File: src/rtl/conv_launch_pkg.sv
// Shared types and control word layout for the conversion launch controller.
// Assumes the select field sits above the edge field and grows with the trigger count.
package conv_launch_pkg;
    typedef enum logic [1:0] {
        EDGE_OFF  = 2'b00,
        EDGE_RISE = 2'b01,
        EDGE_FALL = 2'b10,
        EDGE_BOTH = 2'b11
    } edge_mode_e;

    localparam int BIT_START = 0;
    localparam int BIT_CONT  = 1;
    localparam int BIT_SYNC  = 2;
    localparam int BIT_DMA   = 3;
    localparam int EDGE_LSB  = 4;
    localparam int SEL_LSB   = 6;
endpackage

File: src/rtl/conv_cfg_regs.sv
// Control register for the launch controller.
// The continuous bit is writable at any time. The lockstep, DMA, edge and select
// fields are writable only while the filter is disabled. The start bit is not
// stored: it is always read back as 0. Assumes wr_data is synchronous to clk.
module conv_cfg_regs
    import conv_launch_pkg::*;
#(
    parameter int SEL_W  = 3,
    localparam int WORD_W = SEL_LSB + SEL_W
) (
    input  logic              clk,
    input  logic              rst_n,
    input  logic              filt_en,
    input  logic              wr_en,
    input  logic [WORD_W-1:0] wr_data,
    output logic              cont_q,
    output logic              cont_eff,
    output logic              sync_q,
    output edge_mode_e        edge_q,
    output logic [SEL_W-1:0]  sel_q,
    output logic [WORD_W-1:0] cfg_rd
);
    logic dma_q;

    // Continuous bit: free to change, so a clear can stop a running sequence.
    always_ff @(posedge clk) begin
        if (!rst_n)     cont_q <= 1'b0;
        else if (wr_en) cont_q <= wr_data[BIT_CONT];
    end

    // Locked fields: accept writes only while the filter is disabled.
    always_ff @(posedge clk) begin
        if (!rst_n) begin
            sync_q <= 1'b0;
            dma_q  <= 1'b0;
            edge_q <= EDGE_OFF;
            sel_q  <= '0;
        end else if (wr_en && !filt_en) begin
            sync_q <= wr_data[BIT_SYNC];
            dma_q  <= wr_data[BIT_DMA];
            edge_q <= edge_mode_e'(wr_data[EDGE_LSB +: 2]);
            sel_q  <= wr_data[SEL_LSB +: SEL_W];
        end
    end

    // Continuous value seen by this cycle's done event; a same-cycle write wins.
    always_comb cont_eff = wr_en ? wr_data[BIT_CONT] : cont_q;

    // Readback word; the start position is always zero.
    always_comb begin
        cfg_rd                      = '0;
        cfg_rd[BIT_CONT]            = cont_q;
        cfg_rd[BIT_SYNC]            = sync_q;
        cfg_rd[BIT_DMA]             = dma_q;
        cfg_rd[EDGE_LSB +: 2]       = edge_q;
        cfg_rd[SEL_LSB +: SEL_W]    = sel_q;
    end

    a_r10_locked_fields: assert property (@(posedge clk) disable iff (!rst_n)
        filt_en |=> $stable({sync_q, dma_q, edge_q, sel_q}));

    a_r2_start_reads_zero: assert property (@(posedge clk) disable iff (!rst_n)
        cfg_rd[BIT_START] == 1'b0);
endmodule

File: src/rtl/inj_trig_detect.sv
// Injected trigger path: selects one trigger input, passes it through a two-flop
// synchronizer and finds edges against the value one cycle older.
// Assumes the select field is stable while the filter is enabled.
module inj_trig_detect
    import conv_launch_pkg::*;
#(
    parameter int NUM_TRIG = 8,
    localparam int SEL_W   = $clog2(NUM_TRIG)
) (
    input  logic                clk,
    input  logic                rst_n,
    input  logic                filt_en,
    input  logic [NUM_TRIG-1:0] trig_in,
    input  logic [SEL_W-1:0]    sel,
    input  edge_mode_e          edge_mode,
    output logic                inj_start
);
    logic meta_q, sync_q, prev_q;
    logic rise, fall;

    // Synchronizer plus one history stage for edge detection.
    always_ff @(posedge clk) begin
        if (!rst_n) begin
            meta_q <= 1'b0;
            sync_q <= 1'b0;
            prev_q <= 1'b0;
        end else begin
            meta_q <= trig_in[sel];
            sync_q <= meta_q;
            prev_q <= sync_q;
        end
    end

    // Edge qualification by the programmed mode, gated by the filter enable.
    always_comb begin
        rise = sync_q && !prev_q;
        fall = !sync_q && prev_q;
        unique case (edge_mode)
            EDGE_OFF:  inj_start = 1'b0;
            EDGE_RISE: inj_start = filt_en && rise;
            EDGE_FALL: inj_start = filt_en && fall;
            EDGE_BOTH: inj_start = filt_en && (rise || fall);
        endcase
    end

    a_r8_single_rise: assert property (@(posedge clk) disable iff (!rst_n)
        (inj_start && edge_mode == EDGE_RISE) |=> !inj_start);

    a_r11_no_inj_when_off: assert property (@(posedge clk) disable iff (!rst_n)
        !filt_en |-> !inj_start);
endmodule

File: src/rtl/reg_conv_seq.sv
// Regular conversion sequencer: accepts a software start or a lockstep start,
// tracks the busy flag and restarts on completion in continuous mode.
// Assumes conv_done is a single-cycle pulse from the filter datapath.
module reg_conv_seq (
    input  logic clk,
    input  logic rst_n,
    input  logic filt_en,
    input  logic sw_req,
    input  logic sync_q,
    input  logic master_start,
    input  logic conv_done,
    input  logic cont_eff,
    output logic reg_start,
    output logic reg_busy
);
    logic sw_go, sync_go, again, finish;

    // Launch and completion events of this cycle.
    always_comb begin
        sw_go   = sw_req && filt_en && !reg_busy && !sync_q;
        sync_go = master_start && filt_en && sync_q;
        again   = reg_busy && conv_done && cont_eff;
        finish  = reg_busy && conv_done && !cont_eff;
    end

    // Start pulse and busy flag; disabling the filter drops everything.
    always_ff @(posedge clk) begin
        if (!rst_n || !filt_en) begin
            reg_start <= 1'b0;
            reg_busy  <= 1'b0;
        end else begin
            reg_start <= sw_go || sync_go || again;
            if (sw_go || sync_go) reg_busy <= 1'b1;
            else if (finish)      reg_busy <= 1'b0;
        end
    end

    a_r2_start_sets_busy: assert property (@(posedge clk) disable iff (!rst_n)
        reg_start |-> reg_busy);

    a_r3_busy_blocks_sw: assert property (@(posedge clk) disable iff (!rst_n)
        (sw_req && reg_busy && !conv_done && !(master_start && sync_q)) |=> !reg_start);

    a_r6_cont_restart: assert property (@(posedge clk) disable iff (!rst_n)
        (filt_en && reg_busy && conv_done && cont_eff) |=> (reg_start && reg_busy));

    a_r7_stop_now: assert property (@(posedge clk) disable iff (!rst_n)
        (reg_busy && conv_done && !cont_eff && !(master_start && sync_q)) |=> (!reg_start && !reg_busy));

    a_r11_disable_clears: assert property (@(posedge clk) disable iff (!rst_n)
        !filt_en |=> (!reg_busy && !reg_start));
endmodule

File: src/rtl/conv_launch_ctrl.sv
// Top of the conversion launch controller: control register, regular sequencer
// and injected trigger detector. Assumes all inputs except trig_in are
// synchronous to clk.
module conv_launch_ctrl
    import conv_launch_pkg::*;
#(
    parameter int NUM_TRIG = 8,
    localparam int SEL_W   = $clog2(NUM_TRIG),
    localparam int WORD_W  = SEL_LSB + SEL_W
) (
    input  logic                clk,
    input  logic                rst_n,
    input  logic                filt_en,
    input  logic                wr_en,
    input  logic [WORD_W-1:0]   wr_data,
    output logic [WORD_W-1:0]   cfg_rd,
    input  logic                master_start,
    input  logic                conv_done,
    input  logic [NUM_TRIG-1:0] trig_in,
    output logic                reg_start,
    output logic                inj_start,
    output logic                reg_busy
);
    logic             cont_q, cont_eff, sync_q;
    edge_mode_e       edge_q;
    logic [SEL_W-1:0] sel_q;
    logic             sw_req;

    // Software start request is the strobed start bit.
    always_comb sw_req = wr_en && wr_data[BIT_START];

    conv_cfg_regs #(.SEL_W(SEL_W)) u_cfg (
        .clk      (clk),
        .rst_n    (rst_n),
        .filt_en  (filt_en),
        .wr_en    (wr_en),
        .wr_data  (wr_data),
        .cont_q   (cont_q),
        .cont_eff (cont_eff),
        .sync_q   (sync_q),
        .edge_q   (edge_q),
        .sel_q    (sel_q),
        .cfg_rd   (cfg_rd)
    );

    reg_conv_seq u_seq (
        .clk          (clk),
        .rst_n        (rst_n),
        .filt_en      (filt_en),
        .sw_req       (sw_req),
        .sync_q       (sync_q),
        .master_start (master_start),
        .conv_done    (conv_done),
        .cont_eff     (cont_eff),
        .reg_start    (reg_start),
        .reg_busy     (reg_busy)
    );

    inj_trig_detect #(.NUM_TRIG(NUM_TRIG)) u_trig (
        .clk       (clk),
        .rst_n     (rst_n),
        .filt_en   (filt_en),
        .trig_in   (trig_in),
        .sel       (sel_q),
        .edge_mode (edge_q),
        .inj_start (inj_start)
    );

    a_r4_master_ignored: assert property (@(posedge clk) disable iff (!rst_n)
        (master_start && !sync_q && !wr_en && !conv_done) |=> !reg_start);

    a_r5_single_done: assert property (@(posedge clk) disable iff (!rst_n)
        (reg_busy && conv_done && !cont_q && !wr_en && !master_start) |=> !reg_busy);
endmodule

File: config.mk
export PLATFORM = sky130hd
export DESIGN_NAME = conv_launch_ctrl
export DESIGN_NICKNAME = d
export VERILOG_FILES = /design/src/rtl/conv_launch_pkg.sv /design/src/rtl/conv_cfg_regs.sv /design/src/rtl/inj_trig_detect.sv /design/src/rtl/reg_conv_seq.sv /design/src/rtl/conv_launch_ctrl.sv
export SDC_FILE = /design/constraint.sdc
export NUM_CORES = 1
export LEC_CHECK = 0
export BUFFER_PORTS_ARGS = -buffer_cell sky130_fd_sc_hd__buf_4
export CAP_MARGIN = 20
export CORE_ASPECT_RATIO = 0.75
export CORE_UTILIZATION = 25
export CTS_CLUSTER_DIAMETER = 40
export DETAILED_ROUTE_END_ITERATION = 16
export SLEW_MARGIN = 30
export SYNTH_ARGS = -nofsm -noshare
export SYNTH_HDL_FRONTEND = slang
export SYNTH_SLANG_ARGS = --single-unit
File: constraint.sdc
create_clock -name clk -period 1.1 [get_ports clk]
set_input_delay 0.055 -clock clk [delete_from_list [all_inputs] [get_ports clk]]
set_output_delay 0.055 -clock clk [all_outputs]
set_load 0.05 [all_outputs]
==> flow_metrics.env <==
export IMPL_port_buffer_count=33
export IMPL_htreeDepth=1
export IMPL_clk_latency_ns=0.28
export IMPL_r2r_slack_ns=-0.01
export IMPL_n_antenna_cell=0
export IMPL_wirelength_um=1400
export IMPL_finalWeightedCongestion=0.657
export IMPL_start_kind="flop"
export IMPL_synth_seq_cells=13
export IMPL_postCtsHoldBufs=0
export IMPL_drive_gt1_share_pct=56.8
export IMPL_critical_path_cell_chain="inv_1, ha_1, o211ai_1, a21boi_4, buf_6"
export IMPL_largest_reg_flops=3
export IMPL_preCtsSetupSlack_ns=-0.145
export IMPL_syn_area_um2=623
export IMPL_firstDrtPassIters=2
export IMPL_hold_class="primary input to flop"
export IMPL_slowest_delay_ns=0.37
export IMPL_dp_hpwl_um=1070
export IMPL_synth_compound_area_share_pct=8.84
export IMPL_vias_per_cell=4.22
export IMPL_root_buffer="clkbuf_4"
export IMPL_placedCellCount=125
export IMPL_hold_path_end="u_cfg.sel_q[2]"
export IMPL_io_pin_count=35
export IMPL_instances_no_fill=129
export IMPL_regMostFlops="u_cfg.sel_q"
export IMPL_synth_top_family_by_area="multiplexers"
export IMPL_synth_cell_types=23
export IMPL_wl_per_cell_um=10.8
export IMPL_power_w=0.00107
export IMPL_endpoint_kind="output pin"
export IMPL_num_rows=15
export IMPL_globalRouteTotalUtil_pct=10.9
export IMPL_clockBufferDepth=2
export IMPL_fp_dieW_um=59.6
export IMPL_overflow=0
export IMPL_synth_simple_gate_area_share_pct=15.5
export IMPL_ys_seq_area_share_pct=41.8
export IMPL_required_ns=1.04
export IMPL_reg2reg_from="u_cfg.sel_q[0]"
export IMPL_hold_start="wr_data[8]"
export IMPL_cp_top_family="flip-flops"
export IMPL_clk_pin_slew_ns=0.08
export IMPL_ys_warn_count=0
export IMPL_dieArea_mm2=0.00270
export IMPL_reg_top3="u_cfg.sel_q (3), u_cfg.edge_q (2)"
export IMPL_fin_ws_ns=-0.350
export IMPL_rsz0062_at_grt="yes"
export IMPL_final_nets=121
export IMPL_areaGrowthSynthToFinish_pct=54.2
export IMPL_synthesis_nets=87
export IMPL_finalSetupViolations=2
export IMPL_synthXorXnorAreaFrac_pct=0
export IMPL_yosys_area_share_adder_pct=4.02
export IMPL_synthMuxAreaShare_pct=20.7
export IMPL_min_period_over_period_pct=132
export IMPL_powerDensity_mw_per_mm2=1120
export IMPL_grt_pass1_vias=530
export IMPL_cp_arrival_ns=1.39
export IMPL_critPathKind="flop to output pin"
export IMPL_antenna_found_initial=0
export IMPL_synthDominantCellAreaShare_pct=41.8
export IMPL_whs_ns=0.0425
export IMPL_crit_fanout=3
export IMPL_start_util_pct=26.8
export IMPL_coreArea_mm2=0.00233
export IMPL_synthCells=62
export IMPL_die_h_um=45.2
export IMPL_cts_made_buffers=3
export IMPL_cts_tree="built"
export IMPL_irDropWorstVdd_mv=0.287
export IMPL_grt_max_degree=13
export IMPL_violations="negative setup slack"
export IMPL_finalHoldViolCount=0
export IMPL_grt_pass1_wl_um=2160
export IMPL_maxCapViolations=0
export IMPL_slew_violations=0
export IMPL_fin_setup_tns_ns=-0.364
export IMPL_synth_area_leader_cell="dfxtp_1"
export IMPL_r2r_cells=3
export IMPL_timing_fmax_ghz=0.690
export IMPL_ant_nets=0
export IMPL_p_leak_nw=0.410
export IMPL_skew_ns=0.00876
export IMPL_cp_slowest_cell="dfxtp_2"
export IMPL_yosys_top_cells_area="dfxtp_1 (42%), mux2i_1 (13%), nor2b_1 (8.0%)"
export IMPL_period_needed_ns=1.45
export IMPL_drc_errors=0
export IMPL_r2r_end="u_trig.meta_q"
export IMPL_vias=544
export IMPL_cts_sinks=13
export IMPL_cp_num_buf_inv=2
export IMPL_status="finished, violations left"
export IMPL_hold_path_depth=3
export IMPL_synth_area_per_cell_um2=10.0
export IMPL_drt_initial_drc_count=5
==> worst max path at each step <==
stage | start | endpoint | slack, ns | cells past startpoint
final | u_trig.sync_q | inj_start | -0.35 | 5
after global routing | u_trig.sync_q | inj_start | -0.40 | 5
after CTS | u_trig.prev_q | inj_start | -0.36 | 6
after detailed placement | u_trig.prev_q | inj_start | -0.14 | 6
after global placement | u_trig.prev_q | inj_start | -0.11 | 6
after floorplan | u_cfg.sel_q[0] | u_trig.meta_q | -0.12 | 3
==> through the flow <==
step / instance area, um^2 / util (%)
after global placement: 907 / 39.0
after detailed placement: 907 / 39.0
after floorplan: 641 / -
after CTS: 951 / 40.9
after global routing: 961 / 41.3
final: 961 / 41.3
==> tightest hold or removal path, delay by kind of cell <==
kind | cells | cell delay [ns]
buf+inv | 1 | 0.07
simple gates | 1 | 0.09
mux | 1 | 0.05
==> cell families (layout without fill, tap and decap cells) <==
family,count (synthesis),count (layout)
other,1,1
AND/OR/NAND/NOR,17,17
multiplexers,11,11
flip-flops,13,13
buffers and inverters,10,43
AO/OA/AOI/OAI,8,8
adder cells (fa/ha/maj),2,2
==> cell type report <==
| class | instances | area [um^2] |
|---|---|---|
| clock buffer | 4 | 26.3 |
| tap | 34 | 42.5 |
| multi-input combinational | 39 | 339 |
| fill | 256 | 1370 |
| sequential | 13 | 272 |
| timing repair buffer | 35 | 267 |
| inverter | 4 | 15.0 |
==> power breakdown <==
group | internal (W) | switching (W) | leakage [nW]
clock network | 0.000141 | 0.000158 | 0.0150
logic | 0.000126 | 0.000130 | 0.286
registers | 0.000496 | 0.0000218 | 0.110
==> repair_timing <==
item | in CTS | in global routing
pin swaps | 4 | 2
endpoints found under the setup margin | 2 | 2
cloned | 0 | 0
buffers inserted | 0 | 0
resized for setup | 4 | 3
==> cell usage in the layout (no fill, tap or decap), drive strengths merged <==
cell	count
o31ai	1
mux4	1
buf	35
inv	4
and2	3
dfxtp	13
o21ai	1
a311oi	1
a21boi	1
mux2	2
clkbuf	4
a32oi	1
mux2i	8
nand3	1
nand3b	1
a21oi	2
ha	2
nand2	2
o211ai	1
conb	1
nor2	2
nor2b	8
==> Yosys cell counts, drive strengths merged <==
library cell,number
conb,1
and2,3
o21ai,1
mux2i,8
dfxtp,13
ha,2
mux2,2
nand3,1
nor2,2
mux4,1
inv,4
nand3b,1
o211ai,1
a21boi,1
a311oi,1
o31ai,1
a21oi,2
a32oi,1
clkbuf,1
nand2,2
buf,5
nor2b,8
==> routing by layer <==
metal / GRT usage, % / wire length, um / up-vias / part of all wire [%]
met1: 12.8 / 659 / 256 / 47
met4: 4.19 / 0 / 0 / 0
met2: 18.2 / 661 / 18 / 47
met3: 4.30 / 74 / 0 / 5.3
met5: 0 / 0 / - / 0
li1: - / - / 270 / -
Note: power is estimated with default switching activity, not from simulation.
